File: src/rtl/wbe_pkg.sv
package wbe_pkg;

  // Active-low write control sampled each edge.
  typedef struct packed {
    logic gw_n;
    logic gate_n;
  } wr_ctl_t;

  // Active level for strobes on the outputs.
  localparam logic STB_ON  = 1'b0;
  localparam logic STB_OFF = 1'b1;

endpackage

File: src/rtl/wbe_gate.sv
module wbe_gate
  import wbe_pkg::*;
#(
  parameter int LANES = 4
) (
  input  wr_ctl_t          ctl,
  input  logic [LANES-1:0] sel_n,
  output logic [LANES-1:0] lane_hit
);

  logic [LANES-1:0] sel_pass;

  // Stage 1: the gate decides whether the selects reach the lanes.
  always_comb begin
    if (ctl.gate_n == STB_ON) sel_pass = ~sel_n;
    else                      sel_pass = '0;
  end

  // Stage 2: a global write overrides the gated selects.
  always_comb begin
    if (ctl.gw_n == STB_ON) lane_hit = '1;
    else                    lane_hit = sel_pass;
  end

endmodule

File: src/rtl/wbe_expand.sv
module wbe_expand #(
  parameter int LANES = 4,
  parameter int DBITS = 8
) (
  input  logic [LANES-1:0]       lane_hit,
  output logic [LANES*DBITS-1:0] data_hit,
  output logic [LANES-1:0]       par_hit
);

  // Lane k owns data bits [k*DBITS +: DBITS] and parity bit k.
  for (genvar k = 0; k < LANES; k++) begin : g_lane
    assign data_hit[k*DBITS +: DBITS] = {DBITS{lane_hit[k]}};
    assign par_hit[k]                 = lane_hit[k];
  end

endmodule

File: src/rtl/byte_write_decoder.sv
module byte_write_decoder
  import wbe_pkg::*;
#(
  parameter int LANES = 4,
  parameter int SEL_W = 4,
  parameter int DBITS = 8
) (
  input  logic                   clk,
  input  logic                   rst,
  input  logic                   gw_n,
  input  logic                   gate_n,
  input  logic [SEL_W-1:0]       sel_n,
  output logic [LANES-1:0]       lane_we_n,
  output logic [LANES*DBITS-1:0] data_we_n,
  output logic [LANES-1:0]       par_we_n,
  output logic                   wr_act_n,
  output logic                   out_dis
);

  localparam int WBITS = LANES * DBITS;

  wr_ctl_t          ctl;
  logic [LANES-1:0] lane_hit;
  logic [WBITS-1:0] data_hit;
  logic [LANES-1:0] par_hit;
  logic             any_hit;

  assign ctl.gw_n   = gw_n;
  assign ctl.gate_n = gate_n;

  // Selects above the built lane count are dropped.
  if (LANES < SEL_W) begin : g_narrow
    logic sel_unused;
    assign sel_unused = ^sel_n[SEL_W-1:LANES];
  end

  wbe_gate #(.LANES(LANES)) u_gate (
    .ctl      (ctl),
    .sel_n    (sel_n[LANES-1:0]),
    .lane_hit (lane_hit)
  );

  wbe_expand #(.LANES(LANES), .DBITS(DBITS)) u_expand (
    .lane_hit (lane_hit),
    .data_hit (data_hit),
    .par_hit  (par_hit)
  );

  assign any_hit = |lane_hit;

  always_ff @(posedge clk) begin
    if (rst) begin
      lane_we_n <= '1;
      data_we_n <= '1;
      par_we_n  <= '1;
      wr_act_n  <= STB_OFF;
      out_dis   <= 1'b0;
    end else begin
      lane_we_n <= ~lane_hit;
      data_we_n <= ~data_hit;
      par_we_n  <= ~par_hit;
      wr_act_n  <= ~any_hit;
      out_dis   <= any_hit;
    end
  end

endmodule

File: config.mk
export PLATFORM = sky130hd
export DESIGN_NAME = byte_write_decoder
export DESIGN_NICKNAME = d
export VERILOG_FILES = /design/src/rtl/wbe_pkg.sv /design/src/rtl/wbe_gate.sv /design/src/rtl/wbe_expand.sv /design/src/rtl/byte_write_decoder.sv
export SDC_FILE = /design/constraint.sdc
export NUM_CORES = 1
export LEC_CHECK = 0
export ABC_AREA = 1
export CAP_MARGIN = 20
export CORE_UTILIZATION = 28
export CTS_CLUSTER_DIAMETER = 60
export CTS_CLUSTER_SIZE = 25
export DETAILED_ROUTE_END_ITERATION = 6
export HOLD_SLACK_MARGIN = 0.08
export PLACE_DENSITY_LB_ADDON = 0.3
export SETUP_SLACK_MARGIN = 0.5
export SLEW_MARGIN = 15
export SYNTH_ARGS = -nofsm -noshare
export SYNTH_HDL_FRONTEND = slang
export SYNTH_SLANG_ARGS = --single-unit
export TNS_END_PERCENT = 30
File: constraint.sdc
create_clock -name clk -period 0.8 [get_ports clk]
set_input_delay 0.08 -clock clk [delete_from_list [all_inputs] [get_ports clk]]
set_output_delay 0.08 -clock clk [all_outputs]
set_load 0.02 [all_outputs]
==> parameters.txt <==
Parameter                              Value

STA
  Relative slew slack    91.38%
  Fmax achieved    1157 MHz
  Setup repair after global routing missed its margin    true
  Slew Viols, Final    0
  Post-route worst hold slack    0.05537 ns
  Hold Violations, Final    0
  Post-layout min period    0.8643 ns
  Final Cycle Share    108.0%
  Slew at the pin closest to its max-slew limit    0.1288 ns
  Final setup violation count    40
  Final setup slack of the worst path    -0.06435 ns
  Setup TNS    -2.429 ns

Logic synthesis
  Number of distinct library cells after synthesis    7
  Syn Inst Count    62
  Synthesized net count    70
  Area of the mapped netlist    480.5 µm²
  Post-Synthesis Mean Instance Area    7.749 µm²
  Flip-flop and latch count after synthesis    6
  Synth Warn #    0
  Seq/Total Area, Yosys    25.00%

Detailed routing
  Drt via density    3.781
  Overall via count from detail_route    363
  First drt pass iteration count    6
  Antenna viol nets, final    0
  Wire length per cell after detailed routing    9.198 µm
  1st-iter DRT viols    16
  WL final    883 µm
  DRC viols    12

Pwr
  Leakage power    0.3856 nW
  Total Power    1.169 mW
  Maximum vdd drop    0.0008374 V
  Power density over the cells    1639 mW/mm²

Clocking
  Max Root-Sink Buffers    2
  Number of buffers inserted during clock tree synthesis    3
  Clock input transition at the sequential cells of the worst setup and hold paths    0.05 ns
  TritonCTS clock tree    done
  Depth of the CTS H-tree    1
  Post-CTS setup repair buffer count    0
  Total number of clock tree sinks    6
  Clk root buf    sky130_fd_sc_hd__clkbuf_4

Critical path
  Crit path kind    reg2out
  Worst path required time    0.72 ns
  Critical Path Source Type    register
  Worst path buffer plus inverter count    1
  Biggest cell delay along the critical path    0.39 ns
  Cells traversed along the worst timing path    buf_4
  Signal arrival time at the worst endpoint    0.78 ns
  Endpoint class of the critical path    output port
  Critical path peak fanout    10
  CP delay by family, top    flip-flops
  Critical-path cell with the highest stage delay    sky130_fd_sc_hd__dfxtp_4

Floorplan
  Die X-Extent    43.43 µm
  Die outline area    0.001886 mm²
  Standard-cell row count    14
  Boundary Pins    50
  Initial standard-cell utilization of the core    30.82%
  Core box area    0.001559 mm²
  Die height    43.43 µm

Place
  Placed cell area    743.2 µm²
  Post-placement setup slack    -0.2697 ns
  Post-DP HPWL    602.1 µm
  Count of input and output buffers    49
  Placed insts    92
  RD Place Congestion    0.6067

Cells and area
  N_diodes    0
  Core utilization of the finished layout    45.75%
  Filler cell count    198
  Layout Area Growth over Synthesis    48.44%
  Share of post-route cells with drive strength above 1    90.00%
  Top library cells by usage in the layout, fill and taps aside    40 x sky130_fd_sc_hd__buf_4, 7 x sky130_fd_sc_hd__nand2_1
  Final std cell area, no fill    713.2 µm²
  Fin nets    89
  Leading cell type in the layout, fill and taps excluded    sky130_fd_sc_hd__buf_4
  Fin cells    96

Status
  Result of the run    finished with violations
  Failing checks    design-rule violations, negative setup slack

GRT
  Via count of the first global-routing pass    292
  Total track usage    9.060%
  GRT Residual Overflow    0
  Wire length of the first global-routing pass    1214 µm
  Pin count of the biggest net entering global routing    11
  Antenna violations before repair    0

Job
  Maximum Capacitance Violations    0

Worst hold path
  Class of the most critical hold timing path    in2reg
==> repair_timing <==
action                                  4_1_cts  5_1_grt
pin swaps                                    10        6
endpoints found under the setup margin       48       48
hold endpoints to repair                      1        1
resized for setup                           246       14
==> final cells by class <==
class,instances,area (µm²),area share [%]
Clock buffer,4,26.28,3.684
Inverter,5,26.28,3.684
Multi-Input combinational cell,15,117.6,16.49
Sequential cell,6,137.6,19.30
Tap cell,16,20.02,2.807
Timing Repair Buffer,50,385.4,54.04
==> worst paths after layout <==
path / startpoint / to / cells after the start
max: data_we_n[23]$_SDFF_PP1_ / data_we_n[18] / 1
min: rst / wr_act_n$_SDFF_PP1_ / 2
==> kinds of logic after synthesis <==
logic type,count (synthesis),synth area share [%]
simple gates,13,11.46
flops,6,25.00
buf+inv,41,60.16
compound gates,2,3.384
==> report_power, final <==
group          internal (mW)  switching (mW)
clock network          0.189           0.112
logic                  0.228           0.284
registers              0.321          0.0345
total                  0.738           0.431
==> state kept, by name, summed over array words and instances (netlist names) <==
register / flops
data_we_n: 4
wr_act_n: 1
out_dis: 1
==> cell usage after synthesis <==
cell                       count  area, µm²
sky130_fd_sc_hd__buf_4        36      270.3
sky130_fd_sc_hd__nand2_1      12      45.04
sky130_fd_sc_hd__dfxtp_1       6      120.1
sky130_fd_sc_hd__inv_1         5      18.77
sky130_fd_sc_hd__nand3_2       1      10.01
sky130_fd_sc_hd__o21ai_1       1      5.000
sky130_fd_sc_hd__o21bai_2      1      11.26
==> routing by layer <==
metal	GRT usage (%)	part of all wire, %	vias to the layer above
met2	14.55	50	33
met5	0	0	-
met4	7.500	0.45	0
met3	5.000	18	2
li1	-	-	184
met1	8.376	32	144
(Power assumes the default switching activity.)
